==> src/rtl/fbdt_pkg.sv <==
// Package: shared types and constants of the dirty-region tracker.
// Assumes: one index page covers four rows; each wide plane uses four pages per index page.
package fbdt_pkg;
    localparam int SUB_LOG  = 2;   // log2 of wide pages per index page
    localparam int ROW_LOG  = 2;   // log2 of rows per group

    typedef enum logic [1:0] {
        PL_INDEX   = 2'd0,
        PL_DIRECT  = 2'd1,
        PL_CONTROL = 2'd2,
        PL_NONE    = 2'd3
    } plane_e;

    typedef enum logic [1:0] {
        ST_IDLE  = 2'd0,
        ST_SCAN  = 2'd1,
        ST_CLEAR = 2'd2
    } scan_st_e;
endpackage

==> src/rtl/fbdt_flag_bank.sv <==
// Module: a bank of per-page dirty flags with set, set-all and ranged clear.
// Pages written while a scan runs are remembered in a "fresh" mask, and the ranged
// clear spares them, so writes racing a scan are never lost.
// Assumes: the clear range satisfies clr_lo <= clr_hi, and a set wins over a clear.
module fbdt_flag_bank #(
    parameter  int PAGES = 16,
    localparam int PW    = $clog2(PAGES)
) (
    input  logic             clk,
    input  logic             rst_n,
    input  logic             set_en,
    input  logic [PW-1:0]    set_page,
    input  logic             set_all,
    input  logic             track_en,
    input  logic             track_reset,
    input  logic             clr_en,
    input  logic [PW-1:0]    clr_lo,
    input  logic [PW-1:0]    clr_hi,
    output logic [PAGES-1:0] flags
);
    for (genvar i = 0; i < PAGES; i++) begin : g_page
        logic hit;
        logic in_rng;
        logic flag_q;
        logic fresh_q;

        assign hit    = set_all || (set_en && (set_page == PW'(i)));
        assign in_rng = (PW'(i) >= clr_lo) && (PW'(i) <= clr_hi);

        // Page flag: set on write or invalidate, cleared by the ranged clear unless fresh.
        always_ff @(posedge clk) begin
            if (!rst_n)                                flag_q <= 1'b0;
            else if (hit)                              flag_q <= 1'b1;
            else if (clr_en && in_rng && !fresh_q)     flag_q <= 1'b0;
        end

        // Fresh mark: records a write that lands while a scan is running.
        always_ff @(posedge clk) begin
            if (!rst_n || track_reset)                 fresh_q <= 1'b0;
            else if (track_en && hit)                  fresh_q <= 1'b1;
        end

        assign flags[i] = flag_q;
    end

    a_r8_set_all_marks: assert property (@(posedge clk) disable iff (!rst_n)
        set_all |=> (&flags));
    a_r1_reset_clears: assert property (@(posedge clk) disable iff (!rst_n)
        $past(!rst_n) |-> (flags == '0));
endmodule

==> src/rtl/fbdt_group_reduce.sv <==
// Module: combines the per-page flags of all planes into one dirty bit per row group.
// Assumes: wide planes have exactly four pages per group, indexed group*4 + k.
module fbdt_group_reduce import fbdt_pkg::*; #(
    parameter  int GROUPS = 16,
    localparam int WIDE   = GROUPS << SUB_LOG
) (
    input  logic              color24_en,
    input  logic [GROUPS-1:0] idx_flags,
    input  logic [WIDE-1:0]   dir_flags,
    input  logic [WIDE-1:0]   ctl_flags,
    output logic [GROUPS-1:0] group_dirty
);
    for (genvar g = 0; g < GROUPS; g++) begin : g_grp
        // Group dirtiness: index page, or in 24-bit mode any of its eight wide pages.
        assign group_dirty[g] = idx_flags[g] ||
            (color24_en && ((|dir_flags[g*(1<<SUB_LOG) +: (1<<SUB_LOG)]) ||
                            (|ctl_flags[g*(1<<SUB_LOG) +: (1<<SUB_LOG)])));
    end
endmodule

==> src/rtl/fbdt_scan_seq.sv <==
// Module: refresh scan sequencer. Visits one group per clock, merges dirty runs into
// registered span records, tracks the lowest/highest dirty group, then requests a
// ranged clear for one cycle and pulses scan_done.
// Assumes: 1 <= cfg_groups <= GROUPS, held stable during a scan.
module fbdt_scan_seq import fbdt_pkg::*; #(
    parameter  int GROUPS = 16,
    localparam int GW     = $clog2(GROUPS),
    localparam int CW     = $clog2(GROUPS + 1),
    localparam int RW     = $clog2((GROUPS << ROW_LOG) + 1)
) (
    input  logic              clk,
    input  logic              rst_n,
    input  logic              scan_start,
    input  logic [CW-1:0]     cfg_groups,
    input  logic [GROUPS-1:0] group_dirty,
    output logic              span_valid,
    output logic [RW-1:0]     span_row,
    output logic [RW-1:0]     span_rows,
    output logic              scan_done,
    output logic              busy,
    output logic              scan_begin,
    output logic              clr_en,
    output logic [GW-1:0]     clr_lo,
    output logic [GW-1:0]     clr_hi
);
    scan_st_e      state;
    logic [GW-1:0] g;
    logic [GW-1:0] run_start;
    logic          in_run;
    logic          any_dirty;

    logic          dirty_now;
    logic          last_grp;
    logic [GW-1:0] start_eff;
    logic [CW-1:0] run_len;

    // Current-group decode and span length for a run closing at this group.
    always_comb begin
        dirty_now = group_dirty[g];
        last_grp  = (CW'(g) == (cfg_groups - CW'(1)));
        start_eff = in_run ? run_start : g;
        run_len   = CW'(g) - CW'(start_eff) + (dirty_now ? CW'(1) : CW'(0));
    end

    assign busy       = (state != ST_IDLE);
    assign scan_begin = (state == ST_IDLE) && scan_start;
    assign clr_en     = (state == ST_CLEAR) && any_dirty;

    // Scan state machine with run merging and dirty-range capture.
    always_ff @(posedge clk) begin
        if (!rst_n) begin
            state      <= ST_IDLE;
            g          <= '0;
            run_start  <= '0;
            in_run     <= 1'b0;
            any_dirty  <= 1'b0;
            clr_lo     <= '0;
            clr_hi     <= '0;
            span_valid <= 1'b0;
            span_row   <= '0;
            span_rows  <= '0;
            scan_done  <= 1'b0;
        end else begin
            span_valid <= 1'b0;
            scan_done  <= 1'b0;
            unique case (state)
                ST_IDLE: begin
                    if (scan_start) begin
                        state     <= ST_SCAN;
                        g         <= '0;
                        in_run    <= 1'b0;
                        any_dirty <= 1'b0;
                    end
                end
                ST_SCAN: begin
                    if (dirty_now) begin
                        in_run <= 1'b1;
                        if (!in_run)    run_start <= g;
                        if (!any_dirty) clr_lo    <= g;
                        clr_hi    <= g;
                        any_dirty <= 1'b1;
                    end
                    if ((!dirty_now && in_run) || (last_grp && dirty_now)) begin
                        span_valid <= 1'b1;
                        span_row   <= RW'({start_eff, 2'b00});
                        span_rows  <= RW'({run_len, 2'b00});
                    end
                    if (!dirty_now) in_run <= 1'b0;
                    if (last_grp) state <= ST_CLEAR;
                    else          g     <= g + GW'(1);
                end
                default: begin
                    state     <= ST_IDLE;
                    scan_done <= 1'b1;
                end
            endcase
        end
    end

    a_r10_done_single: assert property (@(posedge clk) disable iff (!rst_n)
        scan_done |=> !scan_done);
    a_r10_span_in_scan: assert property (@(posedge clk) disable iff (!rst_n)
        span_valid |-> busy);
    a_r3_span_shape: assert property (@(posedge clk) disable iff (!rst_n)
        span_valid |-> ((span_rows != '0) && (span_rows[1:0] == 2'b00) && (span_row[1:0] == 2'b00)));
    a_r4_span_bound: assert property (@(posedge clk) disable iff (!rst_n)
        span_valid |-> ((int'(span_row) + int'(span_rows)) <= (int'(cfg_groups) * 4)));
endmodule

==> src/rtl/fb_dirty_tracker.sv <==
// Module: top of the framebuffer dirty-region tracker. Decodes host writes into page
// flags of three planes, reduces them to row-group dirtiness and runs the refresh scan.
// Assumes: byte addresses per plane; a page is 2**PAGE_BITS bytes; configuration
// inputs are stable while a scan runs.
module fb_dirty_tracker import fbdt_pkg::*; #(
    parameter  int MAX_GROUPS = 16,
    parameter  int PAGE_BITS  = 12,
    localparam int GW     = $clog2(MAX_GROUPS),
    localparam int PGW    = GW + SUB_LOG,
    localparam int ADDR_W = PGW + PAGE_BITS,
    localparam int CW     = $clog2(MAX_GROUPS + 1),
    localparam int RW     = $clog2((MAX_GROUPS << ROW_LOG) + 1),
    localparam int WIDE   = MAX_GROUPS << SUB_LOG
) (
    input  logic              clk,
    input  logic              rst_n,
    input  logic              color24_en,
    input  logic [CW-1:0]     cfg_groups,
    input  logic              wr_en,
    input  logic [1:0]        wr_plane,
    input  logic [ADDR_W-1:0] wr_addr,
    input  logic              invalidate,
    input  logic              scan_start,
    output logic              span_valid,
    output logic [RW-1:0]     span_row,
    output logic [RW-1:0]     span_rows,
    output logic              scan_done
);
    plane_e            plane;
    logic [PGW-1:0]    wr_page;
    logic              idx_set, dir_set, ctl_set;
    logic [MAX_GROUPS-1:0] idx_flags, group_dirty;
    logic [WIDE-1:0]   dir_flags, ctl_flags;
    logic              busy, scan_begin, clr_en, wide_clr;
    logic [GW-1:0]     clr_lo, clr_hi;
    logic [PGW-1:0]    wide_lo, wide_hi;

    // Write decode: plane select and index-plane range check.
    always_comb begin
        plane    = plane_e'(wr_plane);
        wr_page  = wr_addr[ADDR_W-1:PAGE_BITS];
        idx_set  = wr_en && (plane == PL_INDEX) && (int'(wr_page) < MAX_GROUPS);
        dir_set  = wr_en && (plane == PL_DIRECT);
        ctl_set  = wr_en && (plane == PL_CONTROL);
        wide_clr = clr_en && color24_en;
        wide_lo  = {clr_lo, {SUB_LOG{1'b0}}};
        wide_hi  = {clr_hi, {SUB_LOG{1'b1}}};
    end

    fbdt_flag_bank #(.PAGES(MAX_GROUPS)) u_idx (
        .clk(clk), .rst_n(rst_n), .set_en(idx_set), .set_page(wr_page[GW-1:0]),
        .set_all(invalidate), .track_en(busy), .track_reset(scan_begin),
        .clr_en(clr_en), .clr_lo(clr_lo), .clr_hi(clr_hi), .flags(idx_flags));

    fbdt_flag_bank #(.PAGES(WIDE)) u_dir (
        .clk(clk), .rst_n(rst_n), .set_en(dir_set), .set_page(wr_page),
        .set_all(invalidate), .track_en(busy), .track_reset(scan_begin),
        .clr_en(wide_clr), .clr_lo(wide_lo), .clr_hi(wide_hi), .flags(dir_flags));

    fbdt_flag_bank #(.PAGES(WIDE)) u_ctl (
        .clk(clk), .rst_n(rst_n), .set_en(ctl_set), .set_page(wr_page),
        .set_all(invalidate), .track_en(busy), .track_reset(scan_begin),
        .clr_en(wide_clr), .clr_lo(wide_lo), .clr_hi(wide_hi), .flags(ctl_flags));

    fbdt_group_reduce #(.GROUPS(MAX_GROUPS)) u_reduce (
        .color24_en(color24_en), .idx_flags(idx_flags), .dir_flags(dir_flags),
        .ctl_flags(ctl_flags), .group_dirty(group_dirty));

    fbdt_scan_seq #(.GROUPS(MAX_GROUPS)) u_seq (
        .clk(clk), .rst_n(rst_n), .scan_start(scan_start), .cfg_groups(cfg_groups),
        .group_dirty(group_dirty), .span_valid(span_valid), .span_row(span_row),
        .span_rows(span_rows), .scan_done(scan_done), .busy(busy),
        .scan_begin(scan_begin), .clr_en(clr_en), .clr_lo(clr_lo), .clr_hi(clr_hi));

    a_r11_plane3_inert: assert property (@(posedge clk) disable iff (!rst_n)
        (wr_en && (wr_plane == 2'd3) && !invalidate) |=>
            ((idx_flags & ~$past(idx_flags)) == '0));
endmodule

==> config.mk <==
export PLATFORM = sky130hd
export DESIGN_NAME = fb_dirty_tracker
export DESIGN_NICKNAME = d
export VERILOG_FILES = /design/src/rtl/fbdt_pkg.sv /design/src/rtl/fbdt_flag_bank.sv /design/src/rtl/fbdt_group_reduce.sv /design/src/rtl/fbdt_scan_seq.sv /design/src/rtl/fb_dirty_tracker.sv
export SDC_FILE = /design/constraint.sdc
export NUM_CORES = 1
export LEC_CHECK = 0
export ABC_AREA = 1
export BUFFER_PORTS_ARGS = -buffer_cell sky130_fd_sc_hd__buf_2
export CAP_MARGIN = 20
export CORE_AREA = 2 2 213 215
export DETAILED_ROUTE_END_ITERATION = 6
export DIE_AREA = 0 0 215 217
export GPL_ROUTABILITY_DRIVEN = 1
export SLEW_MARGIN = 10
export SYNTH_ARGS = -nofsm -noshare
export SYNTH_HDL_FRONTEND = slang
export SYNTH_SLANG_ARGS = --single-unit
==> constraint.sdc <==
create_clock -name clk -period 7.8 [get_ports clk]
set_clock_uncertainty 0.05 [all_clocks]
set_input_delay 1.56 -clock clk [delete_from_list [all_inputs] [get_ports clk]]
set_output_delay 1.56 -clock clk [all_outputs]
set_load 0.03 [all_outputs]
==> results.py <==
metrics = {
    "clocking": {
        "cts_tree": "built",
        "cts_resized": 0,
        "cts_htree_levels": 2,
        "cts_root_buffer": "clkbuf_16",
        "path_clk_slew_ns": 0.06,
        "post_cts_buffers": 0,
        "holdBufCountCts": 0,
        "cts.sinks": 319,
        "clk_latency_ns": 0.51,
        "clockBufferDepth": 3,
        "numCtsBuffers": 35,
    },
    "timing": {
        "slew_violations": 0,
        "fin_crit_ns": 3.88,
        "worst_slack_ns": 3.92,
        "layout_worst_path_cycle_share_pct": 49.7,
        "worst_slew_pin_slew_ns": 1.08,
        "hold_viol": 0,
        "fmax_ghz": 0.258,
        "finalSetupViolations": 0,
        "tns_ns": 0,
        "rsz0062_at_grt": "false",
        "slew_headroom_pct": 28.0,
    },
    "logic_synthesis": {
        "synthTopCellsByArea": "dfxtp_1 (49%), a21oi_1 (12%), o21ai_0 (11%)",
        "synth_seq_cells": 319,
        "syn_area_um2": 13100,
        "synthTopCellsByCount": "dfxtp_1 (319), nor2_1 (316), a21oi_1 (310), o21ai_0 (280), nand2_1 (201)",
        "synth_ff_type": "dfxtp_1",
        "synth_top_area_share_pct": 48.7,
        "syn_avg_cell_area_um2": 7.25,
        "yosysTopAreaCell": "dfxtp_1",
        "yosysMostFrequentCell": "dfxtp_1",
        "synth-seq-area-share_pct": 48.7,
        "ys_async_sr_fraction_pct": 0,
        "ys_types": 36,
        "syn_inst": 1809,
        "yosys_warnings": 0,
        "synth_edf_count": 0,
    },
    "cells_and_area": {
        "areaGrowthSynthToFinish_pct": 14.2,
        "drive_above_1_share_pct": 6.28,
        "diodes": 0,
        "final_nets": 1834,
        "seqCellArea_um2": 6390,
        "final_cells": 2415,
        "multiInputGateArea_um2": 5600,
        "fill_cells": 4725,
    },
    "grt": {
        "antenna_found_initial": 2,
        "grt_pass1_wl_mm": 58.0,
        "grt_usage_pct": 15.0,
        "grt_overflow": 0,
        "grt_pass1_vias": 11400,
        "grt_max_degree": 129,
    },
    "critical_path": {
        "critPathArrivalTime_ns": 4.23,
        "cp_num_buf_inv": 2,
        "startpoint_type": "input port",
        "cp_slowest_cell": "fa_1",
        "slowest_delay_ns": 0.45,
        "critPathKind": "in -> reg",
        "cp_top_family": "simple AND/OR/NAND/NOR gates",
        "required_ns": 8.16,
        "cp-end-kind": "register",
        "crit_fanout": 17,
        "crit_chain": "buf_2 > o21ai_0 > nand2_1 > nand2_1 > nand2_1 > nand2_1 > nor2_1 > nand2_1 > nand2_2 > ha_1 > inv_1 > fa_1 > o21ai_0 > xor2_1 > nand3_1 > nand2_1 > nor2_1",
        "worst_path_most_repeated_cell": "nand2_1",
    },
    "power_and_ir_drop": {
        "p_switching_w": 0.000998,
        "switching_share_pct": 25.1,
        "p_int_w": 0.00298,
        "p_total_w": 0.00398,
        "p_per_area_nw_per_um2": 266,
        "ir_drop_v": 0.000127,
        "p_leak_nw": 6.11,
        "p_seq_share_pct": 44.9,
        "p_comb_share_pct": 10.6,
        "power.share.clock_pct": 44.6,
    },
    "routing": {
        "routed_wirelength_mm": 35.7,
        "vias_per_cell": 4.87,
        "met1Wirelength_mm": 16.4,
        "drt_first_iter_violations": 916,
        "first_pass_iters": 5,
        "dr_wl_met2_mm": 16.3,
        "drtAntennaViolNets": 0,
        "post_drt_wl_per_cell_um": 14.8,
        "num_vias": 11800,
        "dr.max_layer_used": "met5",
        "wl_met3_mm": 2.15,
        "drc": 0,
    },
    "die": {
        "rows": 78,
        "ios": 47,
        "dieWidth_um": 215,
        "die_area_um2": 46700,
        "die_h_um": 217,
        "coreArea_um2": 44700,
        "initial_utilization_pct": 29.3,
    },
    "placement": {
        "gp_congestion": 0.884,
        "placedCellCount": 2354,
        "place_ws_ns": 3.40,
        "io_buffer_count": 29,
        "hpwlAfterDp_mm": 21.5,
    },
    "run_status": {
        "status": "complete, no violations",
    },
    "flow_run": {
        "cap_viol_max_count": 0,
    },
    "worst_hold_path": {
        "min_path_type": "reg -> reg",
    },
}
## metal layers
layer	up-vias	global-route usage (%)
li1	5869	-
met3	60	2.36
met4	4	3.77
met2	288	25.7
met5	-	0
met1	5534	19.8
## placed cells by master (no fill, tap or decap), types with 2 or more instances in the layout
cell type / netlist / routed
a211oi_1: 7 / 7
a21oi_1: 310 / 310
a221oi_1: 2 / 2
buf_2: 18 / 29
buf_4: 8 / 8
bufinv_16: 0 / 5
clkbuf_1: 68 / 4
clkbuf_16: 0 / 37
clkbuf_8: 0 / 10
clkinv_1: 2 / 2
clkinv_2: 0 / 5
conb_1: 1 / 5
dfxtp_1: 319 / 319
ha_1: 10 / 10
inv_1: 189 / 187
inv_2: 4 / 4
nand2_1: 201 / 200
nand2_2: 2 / 2
nand2_4: 1 / 2
nand3_1: 27 / 27
nand4_1: 12 / 12
nor2_1: 316 / 314
nor2_2: 1 / 3
nor2_4: 2 / 2
nor3_1: 5 / 5
o21ai_0: 280 / 280
o21ai_1: 4 / 4
xnor2_1: 6 / 6
xor2_1: 2 / 2
## stage by stage
| step | area [um2] | utilization, % | hold slack [ns] |
|---|---|---|---|
| after global placement | 13700 | 30.6 | 0.384 |
| after CTS | 14900 | 33.4 | 0.400 |
| after floorplan | 13100 | - | 0.376 |
| final | 15000 | 33.5 | 0.402 |
| after detailed placement | 13700 | 30.6 | 0.392 |
| after global routing | 15000 | 33.5 | 0.428 |
## layout make-up
class	count	area share (%)
Timing Repair Buffer	39	1.69
Multi-Input combinational cell	1202	37.4
Sequential cell	319	42.6
Tap cell	600	5.01
Clock buffer	51	7.20
Inverter	195	4.91
Clock inverter	9	1.14
## state kept, by name, summed over array words and instances (netlist names), 2 cells and up
| register | cells |
|---|---|
| u_seq.clr_hi | 4 |
| u_idx.g_page.fresh_q | 16 |
| u_seq.run_start | 4 |
| u_dir.g_page.fresh_q | 64 |
| u_dir.g_page.flag_q | 64 |
| u_seq.state | 2 |
| u_ctl.g_page.fresh_q | 64 |
| u_seq.clr_lo | 4 |
| u_seq.g | 4 |
| u_ctl.g_page.flag_q | 64 |
| u_seq.span_rows | 5 |
| u_idx.g_page.flag_q | 16 |
| u_seq.span_row | 4 |
## kinds of logic after synthesis
family                   after synthesis  share of synthesized area (%)
AO/OA/AOI/OAI                        606                           23.4
XOR/XNOR                               8                          0.534
adder cells (fa/ha/maj)               11                           1.11
buffers and inverters                292                           8.82
flip-flops                           319                           48.7
other                                  1                         0.0286
AND/OR/NAND/NOR                      572                           17.4
## path summary, 6_finish.rpt
| path | startpoint | endpoint | slack [ns] | depth (start not counted) |
|---|---|---|---|---|
| max | color24_en | u_seq.span_rows[6] | 3.92 | 17 |
| min | u_seq.run_start[2] | u_seq.run_start[2] | 0.40 | 2 |
| max reg2reg | u_seq.state[1] | u_ctl.g_page[14].fresh_q | 4.39 | 6 |
| min reg2reg | u_seq.run_start[2] | u_seq.run_start[2] | 0.40 | 2 |
## power groups by stage
stage	logic (W)	registers [W]	clock network, W
after floorplan	0.000314	0.00181	0
after global placement	0.000403	0.00182	0
after detailed placement	0.000417	0.00182	0
after CTS	0.000420	0.00178	0.00181
after global routing	0.000477	0.00180	0.00188
final	0.000420	0.00179	0.00178
## worst min-delay path, cell delays in order (launching register included)
cell and delay [ns]:
dfxtp_1 0.30, inv_1 0.06, a21oi_1 0.05
(Power assumes the default switching activity.)
